`config.mk`:
```
export PLATFORM = sky130hd
export DESIGN_NAME = seg_reloc_unit
export DESIGN_NICKNAME = d
export VERILOG_FILES = /design/src/rtl/seg_reloc_pkg.sv /design/src/rtl/seg_reloc_regs.sv /design/src/rtl/seg_reloc_xlate.sv /design/src/rtl/seg_reloc_unit.sv
export SDC_FILE = /design/constraint.sdc
export NUM_CORES = 1
export LEC_CHECK = 0
export ABC_AREA = 1
export BUFFER_PORTS_ARGS = -buffer_cell sky130_fd_sc_hd__buf_2
export CAP_MARGIN = 10
export CORE_ASPECT_RATIO = 2
export CORE_MARGIN = 5
export CORE_UTILIZATION = 62
export DETAILED_ROUTE_END_ITERATION = 10
export GPL_TIMING_DRIVEN = 0
export HOLD_SLACK_MARGIN = 0.08
export PLACE_DENSITY = 0.86
export SYNTH_ARGS = -nofsm -noshare
export SYNTH_HDL_FRONTEND = slang
export SYNTH_SLANG_ARGS = --single-unit
```
`constraint.sdc`:
```
create_clock -name clk -period 4.8 [get_ports clk]
set_clock_uncertainty 0.05 [all_clocks]
set_input_delay 0.96 -clock clk [delete_from_list [all_inputs] [get_ports clk]]
set_output_delay 0.96 -clock clk [all_outputs]
set_load 0.01 [all_outputs]
```
`src/rtl/seg_reloc_pkg.sv`:
```
package seg_reloc_pkg;
  parameter int unsigned VA_W = 18;
  localparam int unsigned OFS_W = VA_W - 1;
  localparam int unsigned NSEG  = 2;
  localparam int unsigned SEL_W = 1;

  typedef struct packed {
    logic [VA_W-1:0] base;
    logic [VA_W-1:0] size;
    logic            wprot;
  } seg_cfg_t;

  typedef enum logic [1:0] {
    CAUSE_NONE   = 2'd0,
    CAUSE_BOUNDS = 2'd1,
    CAUSE_WPROT  = 2'd2
  } cause_e;
endpackage

```
`src/rtl/seg_reloc_regs.sv`:
```
// Per-segment relocation/protection registers, written only by supervisor.
module seg_reloc_regs
  import seg_reloc_pkg::*;
(
  input  logic                 clk,
  input  logic                 rst_n,
  input  logic                 wr_en,
  input  logic [SEL_W-1:0]     wr_sel,
  input  seg_cfg_t             wr_cfg,
  output seg_cfg_t [NSEG-1:0]  cfg_q
);
  for (genvar g = 0; g < NSEG; g++) begin : g_seg
    logic     hit;
    seg_cfg_t cfg_d;

    always_comb begin
      hit   = wr_en && (wr_sel == SEL_W'(g));
      cfg_d = hit ? wr_cfg : cfg_q[g];
    end

    always_ff @(posedge clk or negedge rst_n) begin
      if (!rst_n) begin
        cfg_q[g] <= '0;
      end else if (hit) begin
        cfg_q[g] <= cfg_d;
      end
    end
  end
endmodule

```
`src/rtl/seg_reloc_xlate.sv`:
```
// Combinational user-mode translation: offset check, protection, relocation.
module seg_reloc_xlate
  import seg_reloc_pkg::*;
(
  input  logic [VA_W-1:0]      vaddr,
  input  logic                 write,
  input  seg_cfg_t [NSEG-1:0]  cfg,
  output logic [VA_W-1:0]      paddr,
  output cause_e               cause
);
  logic [NSEG-1:0][VA_W-1:0] sum_a;
  logic [NSEG-1:0]           oob_a;
  logic [NSEG-1:0]           wpv_a;
  logic [SEL_W-1:0]          sel;
  logic [VA_W-1:0]           ofs;

  assign ofs = VA_W'(vaddr[OFS_W-1:0]);
  assign sel = vaddr[VA_W-1 -: SEL_W];

  for (genvar g = 0; g < NSEG; g++) begin : g_chk
    assign sum_a[g] = cfg[g].base + ofs;
    assign oob_a[g] = (ofs >= cfg[g].size);
    assign wpv_a[g] = write && cfg[g].wprot;
  end

  always_comb begin
    paddr = sum_a[sel];
    cause = CAUSE_NONE;
    if (oob_a[sel]) begin
      cause = CAUSE_BOUNDS;
    end else if (wpv_a[sel]) begin
      cause = CAUSE_WPROT;
    end
  end
endmodule

```
`src/rtl/seg_reloc_unit.sv`:
```
// Two-segment relocation and protection unit, one-cycle registered response.
module seg_reloc_unit
  import seg_reloc_pkg::*;
(
  input  logic             clk,
  input  logic             rst_n,
  input  logic             req_valid,
  input  logic [VA_W-1:0]  req_vaddr,
  input  logic             req_write,
  input  logic             sup_mode,
  input  logic             cfg_we,
  input  logic [SEL_W-1:0] cfg_seg,
  input  logic [VA_W-1:0]  cfg_base,
  input  logic [VA_W-1:0]  cfg_size,
  input  logic             cfg_wprot,
  output logic             rsp_valid,
  output logic [VA_W-1:0]  rsp_paddr,
  output logic             rsp_fault,
  output logic [1:0]       rsp_cause,
  output logic [VA_W-1:0]  flt_vaddr
);
  seg_cfg_t [NSEG-1:0] seg_cfg;
  seg_cfg_t            wr_cfg;
  logic                wr_en;
  logic [VA_W-1:0]     x_paddr;
  cause_e              x_cause;

  logic [VA_W-1:0]     paddr_d, paddr_q;
  cause_e              cause_d, cause_q;
  logic                valid_d, valid_q;
  logic [VA_W-1:0]     flt_d, flt_q;
  logic                flt_en;

  assign wr_en  = cfg_we && sup_mode;
  assign wr_cfg = '{base: cfg_base, size: cfg_size, wprot: cfg_wprot};

  seg_reloc_regs u_regs (
    .clk    (clk),
    .rst_n  (rst_n),
    .wr_en  (wr_en),
    .wr_sel (cfg_seg),
    .wr_cfg (wr_cfg),
    .cfg_q  (seg_cfg)
  );

  seg_reloc_xlate u_xlate (
    .vaddr (req_vaddr),
    .write (req_write),
    .cfg   (seg_cfg),
    .paddr (x_paddr),
    .cause (x_cause)
  );

  // next state
  always_comb begin
    valid_d = req_valid;
    cause_d = CAUSE_NONE;
    paddr_d = req_vaddr;
    if (!sup_mode) begin
      cause_d = req_valid ? x_cause : CAUSE_NONE;
      paddr_d = (x_cause == CAUSE_NONE) ? x_paddr : '0;
    end
    flt_en = (cause_d != CAUSE_NONE);
    flt_d  = req_vaddr;
  end

  // registers
  always_ff @(posedge clk or negedge rst_n) begin
    if (!rst_n) begin
      valid_q <= 1'b0;
      cause_q <= CAUSE_NONE;
      paddr_q <= '0;
      flt_q   <= '0;
    end else begin
      valid_q <= valid_d;
      cause_q <= cause_d;
      if (req_valid) begin
        paddr_q <= paddr_d;
      end
      if (flt_en) begin
        flt_q <= flt_d;
      end
    end
  end

  assign rsp_valid = valid_q;
  assign rsp_paddr = paddr_q;
  assign rsp_cause = cause_q;
  assign rsp_fault = (cause_q != CAUSE_NONE);
  assign flt_vaddr = flt_q;
endmodule

```
After elaboration in Yosys (flattened, before gate mapping)
Index checks and enable logic that the tools add are counted.
- input bits: 62
- bits in registers: 113
- word-level logic and storage cells: 36
- bits in read-only memories: 0
- output and inout bits: 40
- bits in writable memories: 0
- memories: 0
- latch bits: 0
- add/subtract/negate cells: 2
- magnitude comparators: 3
- divide/modulo/power cells: 0
- shifts and indexed selects: 0
- multiply operators: 0
- mux-type cells: 12
- bitwise logic cells: 1
- reduce and logical (&&, ||, !) cells: 8
- eq/ne operators: 0
- operators by type and width (operator ; number):
    $mux 18 ; 4
    $add 18x17->18 ; 2
    $ge 17x18->1 ; 2
    $mux 2 ; 4
    $logic_and 1x1->1 ; 5
    $mux 1 ; 4
    $reduce_bool 2->1 ; 2
    $logic_not 2->1 ; 1
    $lt 1x2->1 const B ; 1
    $not 1->1 ; 1

Depth between registers and ports, before layout
- depth after elaboration: 8
- depth in mapped cells: 18

By module
Synthesis repeated with hierarchy kept, for this count alone.
- cell total of the unflattened synthesis: 925
- area, all modules: 6956.7 sq um
- modules (own cells, without submodules) (module ; sequential area each (sq um) ; times used ; cells an instance ; area an instance (sq um)):
    seg_reloc_regs ; 1851.8 ; 1 ; 321 ; 2952.8
    seg_reloc_xlate ; 0.0 ; 1 ; 379 ; 2105.8
    seg_reloc_unit ; 975.9 ; 1 ; 225 ; 1898.1

Least setup slack after synthesis
OpenSTA, ideal clock, no wires.
- path type: input-to-reg
- from: input port req_vaddr[17]
- to: register paddr_q[15] (netlist: rsp_paddr[15])
- path buffers: 2
- setup slack: 2.048 ns
- data required time: 4.673 ns
- arrival time: 2.624 ns
- stages: 14
- cells stage by stage: buf_2 -> buf_1 -> nand2_1 -> nand2_1 -> ha_1 -> nand2_1 -> inv_1 -> a21oi_1 -> nor2_1 -> nor2_1 -> nand2_1 -> nand2_1 -> nand4_1 -> a21oi_1
- longest elaborated chain between the ends: 7
- elaborated cells between the ends (all ways): 11
- RTL lines (what ; RTL line ; text):
    start, declared ; seg_reloc_unit.sv:8 ; input logic [VA_W-1:0] req_vaddr,
    $mux 1 (not written as such) (2 in a row) ; seg_reloc_xlate.sv:31 ; end else if (wpv_a[sel]) begin
    $mux 2 ; seg_reloc_xlate.sv:31 ;
    $mux 2 ; seg_reloc_xlate.sv:29 ; if (oob_a[sel]) begin
    $logic_not 2->1 ; seg_reloc_unit.sv:61 ; paddr_d = (x_cause == CAUSE_NONE) ? x_paddr : '0;
    $mux 18 * ; seg_reloc_unit.sv:61 ;
    $mux 18 * ; seg_reloc_unit.sv:59 ; if (!sup_mode) begin
    end signal, assigned ; seg_reloc_unit.sv:78 ; paddr_q <= paddr_d;
    end, declared ; seg_reloc_unit.sv:28 ; logic [VA_W-1:0] paddr_d, paddr_q;
Every way passes the cells marked *; elsewhere a longest branch is shown, timed or not. The select of a mux whose other input is x is not followed.
A chain may end at the register's enable or synchronous reset.

Worst setup path after layout
- from: input port req_vaddr[17]
- to: register paddr_q[16] (netlist: rsp_paddr[16])
Same word-level chain as after synthesis.

==> impl_metrics.csv <==
group,metric,value,unit
status,status,"finished clean",
worst_hold_path,worstHoldPathType,"reg -> reg",
clocking,clk_latency,0.42,ns
setup_path,critical_path.slowest_cell,"clkbuf_1",
clocking,cts.repair.resized,0,
logic_synthesis,synth_flop_cell,"dfrtp_1",
pwr,power,3.38,mW
finish,final_net_count,1104,
setup_path,critical_path_buf_inv_count,4,
routing,vias,6222,
timing,relSlewSlack,0.540,
floorplan,rows,53,
pwr,intPower,2.28,mW
worst_hold_path,hold_end,"flt_vaddr[10]$_DFFE_PN0P_",
global_route,grt_antenna_before_repair,0,
logic_synthesis,syn_nets,983,
setup_path,rr_worst_depth,12,
routing,detail-route-antenna-nets,0,
logic_synthesis,syn_area,6610,sq um
setup_path,path_max_fanout,10,
setup_path,slowest_delay,0.45,ns
logic_synthesis,synth_area_per_cell,7.61,sq um
logic_synthesis,synthArstFlopShare,1.00,
setup_path,path_cells,"buf_2, inv_2, buf_4, clkbuf_1, nand2_1, nand2_1, ha_1, a21oi_1, o21ai_0, a21oi_1, nand3_1, nand2_1, nand3_1, a21oi_1",
finish,nFillCells,817,
placement,globalplace.congestion,0.927,
clocking,ctsHoldBuffers,0,
logic_synthesis,synthCells,869,
logic_synthesis,yosysWarnings,0,
worst_hold_path,holdPathStages,2,
pwr,power_frac_seq,0.358,
setup_path,r2r_slack,2.40,ns
clocking,cts_tree,"done",
clocking,cts-root-buf,"clkbuf_16",
finish,regArea,2830,sq um
timing,rsz0062_at_grt,"false",
timing,finalHoldViolCount,0,
timing,fmax,311,MHz
timing,setup-tns-final,0,ns
logic_synthesis,synth-adder-area-share,0.0996,
placement,dpl.hpwl,13900,microns
floorplan,dieArea,12900,sq um
routing,drt_iter0_drc,350,
routing,wirelength,18300,microns
global_route,grt_pass1_vias,6569,
timing,worstMarginPinSlew,0.690,ns
floorplan,fp.coreArea,10500,sq um
logic_synthesis,synth_xor_area_frac,0.0106,
clocking,clock_path_buffers,2,
global_route,track_usage,0.298,
setup_path,cp_top_family,"buffers and inverters",
setup_path,crit_arrival,3.50,ns
placement,portBuffers,101,
pwr,leakage,4.35,nW
finish,multiInputGateArea,3190,sq um
pwr,switching_share,0.327,
global_route,grt_pass1_wl,30400,microns
logic_synthesis,ys_seq_elements,113,
routing,viasPerCell,5.46,
setup_path,end_kind,"register",
flow_run,cap_violations,0,
setup_path,r2r-end,"rsp_paddr[13]$_DFFE_PN0P_",
clocking,clk_pin_slew,0.05,ns
pwr,switching_power,1.11,mW
finish,num_antenna_cells,0,
routing,drc,0,
pwr,cellPowerDensity,427,nW/um^2
global_route,grt_overflow,0,
clocking,h-tree-depth,4,
floorplan,dieWidth,83.0,microns
routing,wl_per_cell,16.1,microns
finish,area_growth,19.8,%
floorplan,die_h,156,microns
pwr,combPwrFrac,0.263,
timing,holdWs,0.411,ns
pwr,pwr-share-clk,0.380,
clocking,cts_sinks,113,
timing,period_minus_slack,3.21,ns
routing,dr.pass1.iters,8,
timing,final-setup-viol-count,0,
clocking,cts_buffers,17,
setup_path,start_kind,"input port",
floorplan,boundaryPins,102,
global_route,grt_max_degree,62,
logic_synthesis,seq_area_frac_synth,0.428,
pwr,ir_worst_vdd,363,uV
logic_synthesis,synth.distinct_cells,34,
timing,final.period_utilization,0.669,
logic_synthesis,synth_compound_area_frac,0.121,
logic_synthesis,synth_top_family_by_area,"simple AND/OR/NAND/NOR gates",
finish,drive_gt1_frac,0.165,
logic_synthesis,synth_simple_gate_area_frac,0.250,
floorplan,start_util,0.631,
logic_synthesis,synth_edf_count,0,
setup_path,crit_required,5.09,ns
worst_hold_path,min_from,"flt_vaddr[10]$_DFFE_PN0P_",
logic_synthesis,muxShareOfSynthArea,0.00151,
timing,slew_violations,0,
finish,fin_util,0.756,
setup_path,r2r_start,"u_regs.cfg_q[57]$_DFFE_PN0P_",
clocking,cts_setup_buffers,0,
setup_path,crit_type,"in -> reg",
how the worst max path moves through the flow:
stage / start / endpoint / slack (ns) / cells past startpoint
after detailed placement: req_vaddr[17] / rsp_paddr[17]$_DFFE_PN0P_ / 1.34 / 15
after CTS: req_vaddr[17] / rsp_paddr[16]$_DFFE_PN0P_ / 1.75 / 14
final: req_vaddr[17] / rsp_paddr[16]$_DFFE_PN0P_ / 1.59 / 14
after global placement: req_vaddr[17] / rsp_paddr[16]$_DFFE_PN0P_ / 1.33 / 13
after global routing: req_vaddr[17] / rsp_paddr[16]$_DFFE_PN0P_ / 1.51 / 14
after floorplan: req_vaddr[17] / rsp_paddr[15]$_DFFE_PN0P_ / 2.05 / 14
power by group through the flow:
stage	sequential, mW	clock [mW]	combinational [mW]
finish	1.21	1.28	0.889
global route	1.23	1.32	1.01
CTS	1.21	1.28	0.884
detailed placement	1.22	0	0.868
global placement	1.21	0	0.838
floorplan	1.24	0	0.543
layout make-up:
class                      count  share of cell area
buffer                        33              0.0205
timing repair buffer         102              0.0676
inverter                     114              0.0540
sequential                   113               0.357
clock buffer                  18              0.0555
clock inverter                13              0.0205
tap                          137              0.0216
multi-input combinational    609               0.403
routing by layer:
metal	vias up	track usage	wire length [microns]
met3	89	0.0618	1030
met1	2865	0.280	6070
met4	0	0.213	1300
met5	-	0	0
li1	3009	-	-
met2	259	0.560	9900
cells in the mapped netlist (3+ instances only):
library cell | n | area share
nand2_1 | 265 | 0.15
dfrtp_1 | 113 | 0.43
inv_1 | 111 | 0.063
o21ai_0 | 81 | 0.061
a21oi_1 | 56 | 0.042
nor2_1 | 52 | 0.030
ha_1 | 51 | 0.097
nand3_1 | 45 | 0.034
clkbuf_1 | 21 | 0.012
nand3b_1 | 8 | 0.0091
a21o_1 | 7 | 0.0080
nand4_1 | 6 | 0.0057
xor2_1 | 6 | 0.0080
buf_4 | 5 | 0.0057
nor2_2 | 5 | 0.0047
buf_2 | 4 | 0.0030
o21ai_2 | 4 | 0.0053
inv_2 | 3 | 0.0017
nand2_2 | 3 | 0.0028
placed cells by master, fill, tap and decap left out, types with 4 or more instances in the layout:
cell and instances:
nand2_1 265, dfrtp_1 113, inv_1 111, buf_2 104
o21ai_0 81, a21oi_1 56, nor2_1 52, ha_1 51
nand3_1 45, clkbuf_1 21, clkbuf_16 17, nand3b_1 8
a21o_1 7, buf_4 6, nand4_1 6, xor2_1 6
nor2_2 5, o21ai_2 4
cells by family after synthesis:
| logic type | after synthesis |
|---|---|
| adder cells (fa/ha/maj) | 52 |
| buffers and inverters | 147 |
| flip-flops | 113 |
| AO/OA/AOI/OAI | 152 |
| multiplexers | 1 |
| AND/OR/NAND/NOR | 396 |
| XOR/XNOR | 8 |
state kept, by name (all words and copies together) (netlist names):
signal	cells
flt_vaddr	18
rsp_cause	2
rsp_paddr	18
rsp_valid	1
u_regs.cfg_q	74
worst register-to-register path: stages (launching register included):
cell	delay, ns
dfrtp_1	0.37
or2_2	0.29
o21ai_0	0.20
inv_1	0.10
ha_1	0.31
nand3_1	0.07
nand3_1	0.17
nand2_1	0.08
nand2_1	0.12
nand3_1	0.16
nand3b_1	0.14
nand4_1	0.11
a21oi_1	0.15
stage by stage:
stage                     cells  area [sq um]  worst slack (ns)
after floorplan             869          6610              2.05
after global placement     1107          7290              1.33
after detailed placement   1108          7320              1.34
after CTS                  1139          7920              1.75
after global routing       1139          7920              1.51
final                      1139          7920              1.59
Power figures use the tool's default switching activity.
